==> src/rtl/irq_stack_pkg.sv <==
package irq_stack_pkg;
    localparam int EVT_W = 8;
    localparam int ADDR_W = 3;

    localparam logic [ADDR_W-1:0] A_SCSI_EN  = 3'd0;
    localparam logic [ADDR_W-1:0] A_DMA_EN   = 3'd1;
    localparam logic [ADDR_W-1:0] A_SCSI_SRC = 3'd2;
    localparam logic [ADDR_W-1:0] A_DMA_SRC  = 3'd3;
    localparam logic [ADDR_W-1:0] A_STATUS   = 3'd4;
    localparam logic [ADDR_W-1:0] A_VECTOR   = 3'd5;

    localparam int B_TIMEOUT  = 5;
    localparam int B_WATCHDOG = 1;
    localparam int B_SCRIPT   = 2;
    localparam int ST_ABORT   = 7;
    localparam int ST_SWRST   = 6;
    localparam int ST_SIGP    = 5;
    localparam int ST_CONN    = 3;
    localparam int ST_SIP     = 1;
    localparam int ST_DIP     = 0;

    localparam logic [EVT_W-1:0] DMA_IMPL_MASK = 8'h3F;

    typedef enum logic [1:0] {
        STK_EMPTY,
        STK_PARTIAL,
        STK_FULL
    } stk_state_t;
endpackage

==> src/rtl/irq_event_gate.sv <==
module irq_event_gate
    import irq_stack_pkg::*;
#(
    parameter int WDT_W = 8
) (
    input  logic [EVT_W-1:0] scsi_evt,
    input  logic [EVT_W-1:0] dma_evt,
    input  logic             script_fire,
    input  logic [EVT_W-1:0] scsi_en,
    input  logic [EVT_W-1:0] dma_en,
    input  logic             tmo_disable,
    input  logic [WDT_W-1:0] wdt_period,
    input  logic             flush,
    output logic [EVT_W-1:0] scsi_push,
    output logic [EVT_W-1:0] dma_push
);
    logic [EVT_W-1:0] scsi_qual;
    logic [EVT_W-1:0] dma_raw;
    logic [EVT_W-1:0] dma_qual;

    always_comb begin
        scsi_qual = scsi_evt;
        if (tmo_disable) begin
            scsi_qual[B_TIMEOUT] = 1'b0;
        end
        dma_raw = dma_evt & DMA_IMPL_MASK;
        dma_raw[B_SCRIPT] = script_fire;
        dma_qual = dma_raw;
        if (wdt_period == '0) begin
            dma_qual[B_WATCHDOG] = 1'b0;
        end
        scsi_push = flush ? '0 : (scsi_qual & scsi_en);
        dma_push  = flush ? '0 : (dma_qual & dma_en & DMA_IMPL_MASK);
    end
endmodule

==> src/rtl/irq_level_stack.sv <==
module irq_level_stack
    import irq_stack_pkg::*;
#(
    parameter int W     = 8,
    parameter int DEPTH = 2
) (
    input  logic         clk,
    input  logic         rst_n,
    input  logic [W-1:0] push_vec,
    input  logic         pop,
    input  logic         flush,
    output logic [W-1:0] head,
    output logic         nonempty
);
    localparam int CW = $clog2(DEPTH + 1);
    localparam logic [CW-1:0] CNT_FULL = CW'(DEPTH);

    stk_state_t   state_q, state_n;
    logic [CW-1:0] cnt_q, cnt_n, cnt_p;
    logic [W-1:0]  ent_q [DEPTH];
    logic [W-1:0]  ent_n [DEPTH];
    logic          push_any, pop_eff;

    assign push_any = |push_vec;
    assign pop_eff  = pop && (state_q != STK_EMPTY);

    // storage and next-state computation
    always_comb begin
        ent_n = ent_q;
        cnt_p = cnt_q;
        if (pop_eff) begin
            for (int i = 0; i < DEPTH - 1; i++) begin
                ent_n[i] = ent_q[i+1];
            end
            ent_n[DEPTH-1] = '0;
            cnt_p = cnt_q - 1'b1;
        end
        cnt_n = cnt_p;
        if (push_any) begin
            if (cnt_p < CNT_FULL) begin
                for (int i = 0; i < DEPTH; i++) begin
                    if (CW'(i) == cnt_p) begin
                        ent_n[i] = push_vec;
                    end
                end
                cnt_n = cnt_p + 1'b1;
            end else begin
                ent_n[DEPTH-1] = ent_n[DEPTH-1] | push_vec;
            end
        end
        if (flush) begin
            for (int i = 0; i < DEPTH; i++) begin
                ent_n[i] = '0;
            end
            cnt_n = '0;
        end
        if (cnt_n == '0) begin
            state_n = STK_EMPTY;
        end else if (cnt_n == CNT_FULL) begin
            state_n = STK_FULL;
        end else begin
            state_n = STK_PARTIAL;
        end
    end

    // state register
    always_ff @(posedge clk or negedge rst_n) begin
        if (!rst_n) begin
            state_q <= STK_EMPTY;
            cnt_q   <= '0;
            for (int i = 0; i < DEPTH; i++) begin
                ent_q[i] <= '0;
            end
        end else begin
            state_q <= state_n;
            cnt_q   <= cnt_n;
            ent_q   <= ent_n;
        end
    end

    // outputs
    always_comb begin
        unique case (state_q)
            STK_EMPTY: begin
                nonempty = 1'b0;
                head     = '0;
            end
            STK_PARTIAL, STK_FULL: begin
                nonempty = 1'b1;
                head     = ent_q[0];
            end
            default: begin
                nonempty = 1'b0;
                head     = '0;
            end
        endcase
    end


    full_merge_chk: assert property (@(posedge clk) disable iff (!rst_n)
        (state_q == STK_FULL && push_any && !pop && !flush) |=> (state_q == STK_FULL));


    state_count_chk: assert property (@(posedge clk) disable iff (!rst_n)
        (state_q == STK_EMPTY) == (cnt_q == '0));


    push_pop_hold_chk: assert property (@(posedge clk) disable iff (!rst_n)
        (state_q != STK_EMPTY && pop && push_any && !flush) |=> $stable(cnt_q));


    flush_empty_chk: assert property (@(posedge clk) disable iff (!rst_n)
        flush |=> !nonempty);
endmodule

==> src/rtl/irq_stack_unit.sv <==
module irq_stack_unit
    import irq_stack_pkg::*;
#(
    parameter int DEPTH = 2,
    parameter int VEC_W = 32,
    parameter int WDT_W = 8
) (
    input  logic                clk,
    input  logic                rst_n,
    input  logic [7:0]          scsi_evt,
    input  logic [7:0]          dma_evt,
    input  logic                script_int,
    input  logic [VEC_W-1:0]    script_vec,
    input  logic                tmo_disable,
    input  logic [WDT_W-1:0]    wdt_period,
    input  logic                connected,
    input  logic [2:0]          reg_addr,
    input  logic                reg_wr,
    input  logic                reg_rd,
    input  logic [7:0]          reg_wdata,
    output logic [VEC_W-1:0]    reg_rdata,
    output logic                irq
);
    logic [EVT_W-1:0] scsi_en_q, dma_en_q;
    logic             abort_q, sigp_q;
    logic [VEC_W-1:0] vec_q;
    logic             soft_rst, wr_status, vec_load;
    logic             pop_scsi, pop_dma;
    logic [EVT_W-1:0] scsi_push, dma_push;
    logic [EVT_W-1:0] scsi_head, dma_head;
    logic             sip, dip;
    logic [7:0]       status_word;

    assign wr_status = reg_wr && (reg_addr == A_STATUS);
    assign soft_rst  = wr_status && reg_wdata[ST_SWRST];
    assign vec_load  = script_int && dma_en_q[B_SCRIPT] && !soft_rst;
    assign pop_scsi  = reg_rd && (reg_addr == A_SCSI_SRC);
    assign pop_dma   = reg_rd && (reg_addr == A_DMA_SRC);

    irq_event_gate #(.WDT_W(WDT_W)) u_gate (
        .scsi_evt    (scsi_evt),
        .dma_evt     (dma_evt),
        .script_fire (script_int),
        .scsi_en     (scsi_en_q),
        .dma_en      (dma_en_q),
        .tmo_disable (tmo_disable),
        .wdt_period  (wdt_period),
        .flush       (soft_rst),
        .scsi_push   (scsi_push),
        .dma_push    (dma_push)
    );

    irq_level_stack #(.W(EVT_W), .DEPTH(DEPTH)) u_scsi_stk (
        .clk      (clk),
        .rst_n    (rst_n),
        .push_vec (scsi_push),
        .pop      (pop_scsi),
        .flush    (soft_rst),
        .head     (scsi_head),
        .nonempty (sip)
    );

    irq_level_stack #(.W(EVT_W), .DEPTH(DEPTH)) u_dma_stk (
        .clk      (clk),
        .rst_n    (rst_n),
        .push_vec (dma_push),
        .pop      (pop_dma),
        .flush    (soft_rst),
        .head     (dma_head),
        .nonempty (dip)
    );

    always_ff @(posedge clk or negedge rst_n) begin
        if (!rst_n) begin
            scsi_en_q <= '0;
            dma_en_q  <= '0;
            abort_q   <= 1'b0;
            sigp_q    <= 1'b0;
            vec_q     <= '0;
        end else begin
            if (reg_wr && reg_addr == A_SCSI_EN) begin
                scsi_en_q <= reg_wdata;
            end
            if (reg_wr && reg_addr == A_DMA_EN) begin
                dma_en_q <= reg_wdata & DMA_IMPL_MASK;
            end
            if (wr_status) begin
                abort_q <= reg_wdata[ST_ABORT];
                sigp_q  <= reg_wdata[ST_SIGP] && !soft_rst;
            end
            if (soft_rst) begin
                vec_q <= '0;
            end else if (vec_load) begin
                vec_q <= script_vec;
            end
        end
    end

    always_comb begin
        status_word = '0;
        status_word[ST_ABORT] = abort_q;
        status_word[ST_SIGP]  = sigp_q;
        status_word[ST_CONN]  = connected;
        status_word[ST_SIP]   = sip;
        status_word[ST_DIP]   = dip;
    end

    always_comb begin
        case (reg_addr)
            A_SCSI_EN:  reg_rdata = VEC_W'(scsi_en_q);
            A_DMA_EN:   reg_rdata = VEC_W'(dma_en_q);
            A_SCSI_SRC: reg_rdata = VEC_W'(scsi_head);
            A_DMA_SRC:  reg_rdata = VEC_W'(dma_head);
            A_STATUS:   reg_rdata = VEC_W'(status_word);
            A_VECTOR:   reg_rdata = vec_q;
            default:    reg_rdata = '0;
        endcase
    end

    assign irq = sip | dip;


    vector_load_chk: assert property (@(posedge clk) disable iff (!rst_n)
        vec_load |=> (vec_q == $past(script_vec)));


    soft_reset_clear_chk: assert property (@(posedge clk) disable iff (!rst_n)
        soft_rst |=> (vec_q == '0 && !sigp_q && !sip && !dip));


    dma_reserved_chk: assert property (@(posedge clk) disable iff (!rst_n)
        dma_en_q[7:6] == 2'b00);


    masked_scsi_chk: assert property (@(posedge clk) disable iff (!rst_n)
        (!sip && scsi_en_q == '0 && !reg_wr) |=> !sip);
endmodule

==> config.mk <==
export PLATFORM = sky130hd
export DESIGN_NAME = irq_stack_unit
export DESIGN_NICKNAME = d
export VERILOG_FILES = /design/src/rtl/irq_stack_pkg.sv /design/src/rtl/irq_event_gate.sv /design/src/rtl/irq_level_stack.sv /design/src/rtl/irq_stack_unit.sv
export SDC_FILE = /design/constraint.sdc
export NUM_CORES = 1
export LEC_CHECK = 0
export BUFFER_PORTS_ARGS = -buffer_cell sky130_fd_sc_hd__buf_4
export CORE_MARGIN = 4
export CORE_UTILIZATION = 50
export DETAILED_ROUTE_END_ITERATION = 12
export PLACE_DENSITY = 0.76
export SLEW_MARGIN = 40
export SYNTH_ARGS = -nofsm -noshare
export SYNTH_HDL_FRONTEND = slang
export SYNTH_HIERARCHICAL = 1
export SYNTH_SLANG_ARGS = --single-unit
==> constraint.sdc <==
create_clock -name clk -period 5 [get_ports clk]
set_input_delay 1 -clock clk [delete_from_list [all_inputs] [get_ports clk]]
set_output_delay 1 -clock clk [all_outputs]
set_load 0.03 [all_outputs]
Yosys cells after proc, flatten, opt, wreduce, memory -nomap -nowiden

Index checks and enable logic that the tools add are counted.

Register bits after elaboration: 88
Bits in latches: 0
RAM bits: 0
ROM bits: 0
Input bits: 74
Output and inout bits: 33
Logic and storage cells: 99
Memories kept: 0

Add/subtract/negate cells: 4
Multipliers: 0
Divide/modulo/power cells: 0
$lt $le $gt $ge: 2
Equality and inequality tests: 13
Shift-type cells: 0
Mux-type cells: 37
Bitwise gates (word level): 5
Reduce and logical (&&, ||, !) cells: 25

Operators with widths:

| operator                                          | count |
|---|---|
| one-hot mux 32 bit (6 select lines)               | 1 |
| two-way mux 16 bit                                | 6 |
| two-way mux 8 bit                                 | 11 |
| two-way mux 32 bit                                | 2 |
| two-way mux 2 bit                                 | 12 |
| OR reduction 8 bit                                | 2 |
| logical AND 1 bit                                 | 11 |
| bitwise AND 8 bit                                 | 1 |
| == test 2 bit, second input constant              | 4 |
| zero test 2 bit                                   | 4 |
| zero test 8 bit                                   | 1 |
| bitwise OR 8 x 6 -> 8 bit                         | 1 |
| bitwise OR 8 bit                                  | 1 |
| bitwise AND 6 bit                                 | 1 |
| == test 3 x 2 -> 1 bit, second input constant     | 2 |
| == test 3 bit, second input constant              | 2 |
| two-way mux 6 bit                                 | 1 |
| nonzero test 2 bit                                | 3 |
| adder 2 x 1 -> 2 bit, second input constant       | 2 |
| == test 1 x 2 -> 1 bit, first input constant      | 2 |
| == test 2 x 1 -> 1 bit, second input constant     | 2 |
| less-than comparator 2 bit, second input constant | 2 |
| two-way mux 1 bit                                 | 4 |
| OR reduction 2 bit                                | 2 |
| other kinds (5)                                   | 6 |

Depth between registers and ports, before layout

Gate-level depths: netlist of run 1.

Depth after elaboration: 11
Depth in mapped cells: 14
Depth with buffers taken out: 10

Modules after synthesis

Netlist of run 1, hierarchy kept.

By module, submodules not included:

| module                       | instances | cells each | area an instance (um^2) | sequential area each (um^2) |
|---|---|---|---|---|
| irq_stack_unit               | 1         | 263        | 2,502.4                 | 1,201.2 |
| irq_level_stack (u_scsi_stk) | 1         | 95         | 1,023.5                 | 475.5 |
| irq_level_stack (u_dma_stk)  | 1         | 76         | 992.2                   | 475.5 |
| irq_event_gate               | 1         | 33         | 152.6                   | 0.0 |

Worst setup path after synthesis of run 1

No wires, ideal clock.

Kind: input to output
Start: in reg_addr[0]
End: out reg_rdata[0]
Arrival: 2.394 ns
Data required time: 4.000 ns
Path slack: 1.606 ns
Stages: 6
Path buffers: 3
Cells stage by stage: clkbuf_2 -> buf_4 -> buf_2 -> nand3_1 -> o21a_1 -> o21ai_0

Cells in the longest elaborated chain, start to end: 2
Elaborated cells between the ends (all ways): 7
Those cells by class: 5 x eq/ne; 1 x mux; 1 x reduce/logical

Ends and longest elaborated chain:

| what                                    | RTL line              | RTL |
|---|---|---|
| start: declaration                      | irq_stack_unit.sv:17  | `input logic [2:0] reg_addr,` |
| == test 3 bit (tied with other cells)   | irq_stack_unit.sv:109 | `case (reg_addr)` |
| one-hot mux 32 bit (6 select lines) (*) | irq_stack_unit.sv:109 |  |
| end: declaration                        | irq_stack_unit.sv:21  | `output logic [VEC_W-1:0] reg_rdata,` |

Every way passes the cells marked *; elsewhere a longest branch is shown, timed or not.

==> results.py, run 1 <==
metrics = {
    "outcome": {
        "outcome": "finished, final reports clean",
    },
    "cells_and_area": {
        "fillers": 747,
        "regArea_um2": 2150,
        "post-route-cell-area_um2": 5610,
        "antenna_cells": 0,
        "nNetsFinal": 634,
        "layout-area-overhead-vs-synth_pct": 20.3,
        "drive_gt1_share_pct": 29.8,
        "utilization_pct": 63.1,
        "multi_input_area_um2": 2310,
    },
    "critical_path": {
        "end_kind": "register",
        "setup.worst_path.start_class": "input pin",
        "critPathSlowestCell": "and3_2",
        "max_stage_delay_ns": 0.74,
        "critPathKind": "in -> reg",
        "cp.buffers_inverters": 1,
        "worstPathArrival_ns": 3.82,
        "cp.required_ns": 5.28,
        "worstPathMaxFanout": 37,
        "path_cells": "buf_4, nor3b_2, and3_2, and4bb_2, nor4_4, a21oi_2, a211oi_4, a22o_1",
        "path_delay_family": "simple AND/OR/NAND/NOR gates",
    },
    "floorplan": {
        "fp.dieW_um": 105,
        "dieArea_um2": 10900,
        "ios": 107,
        "die_h_um": 105,
        "core.rowCount": 34,
        "core_um2": 8890,
        "floorplan.initialDensity_pct": 52.5,
    },
    "pwr": {
        "peakVddDrop_v": 0.000238,
        "powerDensity_nw_per_um2": 444,
        "p_leak_nw": 2.52,
    },
    "place": {
        "pre_cts_ws_ns": 1.10,
        "port_buffers": 103,
        "gp_congestion": 0.837,
        "dp_hpwl_um": 8460,
        "dpl_cell_area_um2": 5440,
    },
    "sta": {
        "min_period_ns": 3.54,
        "worst_slew_pin_slew_ns": 0.742,
        "slew_viol_final": 0,
        "rsz0062_at_grt": "false",
        "finalHoldViolations": 0,
        "finClkSkew_ns": 0.0117,
        "finalWorstSetupSlack_ns": 1.46,
        "setup_viol": 0,
        "max_slew_margin_pct": 50.6,
        "fmax_ghz": 0.282,
        "fin_setup_tns_ns": 0,
        "fin_crit_sh_pct": 70.9,
    },
    "clock_network": {
        "clk_pin_slew_worst_paths_ns": 0.09,
        "cts_tree": "done",
        "postCtsSetupBuffers": 0,
        "cts.sinks": 86,
        "clk_path_buf_depth": 2,
        "cts_buffers": 9,
        "cts-root-buf": "clkbuf_8",
        "cts_resized": 0,
        "hold_buffers": 0,
        "clock_latency_ns": 0.35,
        "htree_levels": 3,
    },
    "synthesis": {
        "synth_warnings": 6,
        "synth_area_um2": 4670,
        "syn_inst": 466,
        "syn-mean-instance-area_um2": 10.0,
    },
    "global_route": {
        "grt_pass1_vias": 3832,
        "grt_max_degree": 87,
        "grt.total_usage_pct": 21.5,
        "antenna_found_initial": 0,
        "grt_pass1_wl_um": 19100,
        "grt.overflow.total": 0,
    },
    "routing": {
        "drt_first_pass_iters": 4,
        "drcViolationCount": 0,
        "wl_per_cell_um": 17.4,
        "drtIter0Drc": 206,
        "vias": 3789,
        "post_drt_via_cell_ratio": 5.67,
        "drt-total-wl_um": 11600,
        "ant_nets": 0,
    },
    "hold_path": {
        "hold_class": "reg -> reg",
    },
    "run": {
        "drv_cap": 0,
    },
}
==> registers in the layout, indices dropped and copies added (netlist names) <==
register,count
vec_q,32
u_dma_stk/ent_q,16
u_scsi_stk/ent_q,16
scsi_en_q,8
dma_en_q,6
u_dma_stk/cnt_q,2
u_scsi_stk/cnt_q,2
abort_q,1
sigp_q,1
u_dma_stk/state_q,1
u_scsi_stk/state_q,1
==> worst register-to-register path: cells and delay by family (launching register included) <==
family,cells,cell delay (ns)
AOI/OAI and AO/OA,2,0.68
adders and majority gates,2,0.44
DFF,1,0.42
buffers and inverters,3,0.33
and+or+nand+nor,1,0.23
xor gates and xnor gates,1,0.20
==> per-layer routing <==
metal / wire length [um] / global-route usage, %
met1: 5070 / 29.0
met2: 5750 / 36.0
met3: 574 / 4.07
met4: 211 / 5.62
met5: 0 / 0
==> cell usage in the layout, fill, tap and decap left out, types with 4 or more instances in the layout <==
cell type  count
o2bb2ai_1     10
inv_1          8
mux2_2        23
nor3_1        17
dfrtp_1       86
a22oi_1        7
buf_4        106
ha_1           4
and2_1        42
a21oi_1       39
a22o_1        17
nor2_1        17
nor4_1         4
nor2b_1       11
a221oi_1       9
o21ai_0        6
nand2_1       84
mux2i_1       13
clkbuf_8      11
==> metrics by stage <==
step           cells  hold WS [ns]  total power, W
6_report         668         0.520         0.00249
5_1_grt          668         0.527         0.00266
4_1_cts          668         0.521         0.00250
3_5_place_dp     653         0.496         0.00206
3_3_place_gp     653         0.488         0.00202
2_1_floorplan    467         0.473         0.00176
==> path summary, 6_finish.rpt <==
path	start	endpoint	slack [ns]	cells after the start
hold / removal	vec_q[13]	vec_q[13]	0.52	2
setup / recovery	reg_addr[2]	u_scsi_stk/ent_q[3]	1.46	8
hold reg to reg	vec_q[13]	vec_q[13]	0.52	2
setup reg to reg	u_scsi_stk/cnt_q[0]	u_scsi_stk/ent_q[3]	2.61	9
max in group asynchronous	rst_n	u_scsi_stk/ent_q[2]	3.84	1
min in group asynchronous	rst_n	vec_q[4]	0.68	1
==> power by group <==
| part | switching [W] | internal (W) |
|---|---|---|
| logic | 0.000514 | 0.000446 |
| registers | 0.000151 | 0.000937 |
| clock network | 0.000248 | 0.000194 |
| total | 0.000914 | 0.00158 |
==> final cells by class <==
class	count	share of cell area, %
multi-input combinational	343	41.1
sequential	86	38.3
timing repair buffer	107	14.4
clock buffer	11	2.52
tap	108	2.41
inverter	9	0.602
clock inverter	4	0.580
Power figures use the tool's default switching activity.
==> run 2, diff against run 1 <==
- clock period: 5 -> 3.35 ns (I/O delays scaled with it)
==> run 2 against run 1 <==
Compared with the run above: via count increased by 0.13%; utilization is 0.77 points higher; die area unchanged; cell count rose by 1.3%; global-route usage grew 0.19 points; clock-buffer cell count stayed put.
==> results.py, run 2 (synthesized netlist as in run 1, its figures left out) <==
metrics = {
    "pwr": {
        "p_leak_nw": 2.56,
        "peakVddDrop_v": 0.000465,
        "powerDensity_nw_per_um2": 661,
    },
    "global_route": {
        "grt.overflow.total": 0,
        "grt.total_usage_pct": 21.7,
        "grt_pass1_vias": 3759,
        "antenna_found_initial": 0,
        "grt_pass1_wl_um": 19100,
        "grt_max_degree": 87,
    },
    "sta": {
        "finalHoldViolations": 0,
        "min_period_ns": 2.91,
        "setup_viol": 0,
        "finalWorstSetupSlack_ns": 0.445,
        "max_slew_margin_pct": 55.6,
        "fin_setup_tns_ns": 0,
        "slew_viol_final": 0,
        "worst_slew_pin_slew_ns": 0.666,
        "finClkSkew_ns": 0.00549,
        "rsz0062_at_grt": "false",
        "fin_crit_sh_pct": 86.7,
        "fmax_ghz": 0.344,
    },
    "place": {
        "pre_cts_ws_ns": 0.228,
        "gp_congestion": 0.890,
        "dp_hpwl_um": 8450,
        "port_buffers": 103,
    },
    "floorplan": {
        "dieArea_um2": 10900,
        "floorplan.initialDensity_pct": 52.5,
        "core_um2": 8890,
        "core.rowCount": 34,
        "ios": 107,
        "fp.dieW_um": 105,
        "die_h_um": 105,
    },
    "clock_network": {
        "clock_latency_ns": 0.36,
        "clk_pin_slew_worst_paths_ns": 0.09,
        "cts_tree": "done",
        "cts-root-buf": "clkbuf_8",
        "cts.sinks": 86,
        "cts_resized": 0,
        "clk_path_buf_depth": 2,
        "htree_levels": 3,
        "cts_buffers": 9,
        "hold_buffers": 0,
        "postCtsSetupBuffers": 0,
    },
    "outcome": {
        "outcome": "finished, final reports clean",
    },
    "routing": {
        "vias": 3794,
        "drcViolationCount": 0,
        "drtIter0Drc": 122,
        "drt-total-wl_um": 11500,
        "drt_first_pass_iters": 4,
        "wl_per_cell_um": 16.9,
        "post_drt_via_cell_ratio": 5.60,
        "ant_nets": 0,
    },
    "critical_path": {
        "setup.worst_path.start_class": "register",
        "end_kind": "primary output",
        "r2r-start": "u_scsi_stk/cnt_q[0]",
        "worstPathArrival_ns": 2.24,
        "worstPathMaxFanout": 10,
        "startpoint": "u_dma_stk/cnt_q[0]",
        "critPathKind": "reg -> out",
        "cp.required_ns": 2.68,
    },
    "hold_path": {
        "hold_class": "in -> async",
    },
    "cells_and_area": {
        "drive_gt1_share_pct": 30.9,
        "nNetsFinal": 642,
        "antenna_cells": 0,
        "largest_registers": "vec_q: 32 flops, u_dma_stk/ent_q: 16 flops, u_scsi_stk/ent_q: 16 flops",
        "largest_reg_flops": 32,
        "top_register": "vec_q",
        "mostFrequentLayoutCell": "buf_4",
        "layout-area-overhead-vs-synth_pct": 21.7,
        "final_cell_mix": "114 x buf_4, 86 x dfrtp_1, 84 x nand2_1",
        "fillers": 735,
        "utilization_pct": 63.9,
    },
    "run": {
        "drv_cap": 0,
    },
}
==> run 2: cell types whose count changed in the layout (fill, tap and decap cells not counted) <==
cell / previous run / this run
clkinv_4: 1 / 0
buf_4: 106 / 114
inv_6: 1 / 3
==> run 2: per-layer routing <==
layer | vias up | wire length [um] | track usage [%]
met4 | 0 | 308 | 8.62
met2 | 119 | 5550 | 34.5
met3 | 25 | 508 | 3.51
met5 | - | 0 | 0
li1 | 1828 | - | -
met1 | 1822 | 5100 | 30.0
==> run 2: stage by stage <==
| stage | power, W | cell area [um2] | hold WS (ns) | std cells |
|---|---|---|---|---|
| 2_1_floorplan | 0.00262 | 4670 | 0.374 | 467 |
| 3_3_place_gp | 0.00302 | 5490 | 0.491 | 661 |
| 3_5_place_dp | 0.00307 | 5500 | 0.493 | 661 |
| 4_1_cts | 0.00378 | 5680 | 0.379 | 677 |
| 5_1_grt | 0.00402 | 5680 | 0.380 | 677 |
| 6_report | 0.00376 | 5680 | 0.338 | 677 |
==> run 2: power breakdown <==
| group | total [W] | internal, W | switching [W] |
|---|---|---|---|
| sequential | 0.00162 | 0.00140 | 0.000224 |
| clock | 0.000703 | 0.000298 | 0.000405 |
| combinational | 0.00143 | 0.000669 | 0.000764 |
| total | 0.00376 | 0.00236 | 0.00139 |
==> run 2: final timing paths <==
kind | depth (start not counted) | end | slack, ns
max in group asynchronous | 1 | u_dma_stk/ent_q[1] | 2.55
min in group clk | 2 | vec_q[10] | 0.52
max | 7 | reg_rdata[5] | 0.44
min | 1 | vec_q[3] | 0.34
min reg2reg | 2 | vec_q[10] | 0.52
max reg2reg | 9 | u_scsi_stk/ent_q[3] | 0.98
==> run 2: final cells by class <==
type	count	area, um2	share of cell area (%)
clock buffer	11	141	2.49
sequential	86	2150	37.9
tap	108	135	2.38
clock inverter	5	41.3	0.727
timing repair buffer	115	870	15.3
multi-input combinational	343	2310	40.6
inverter	9	33.8	0.595
==> run 2: worst max-delay path, cell delays in order (launching register included) <==
cell	delay, ns
dfrtp_1	0.39
inv_1	0.16
ha_1	0.38
and2_1	0.21
mux2_2	0.26
a22oi_1	0.13
o21ai_0	0.15
buf_4	0.20
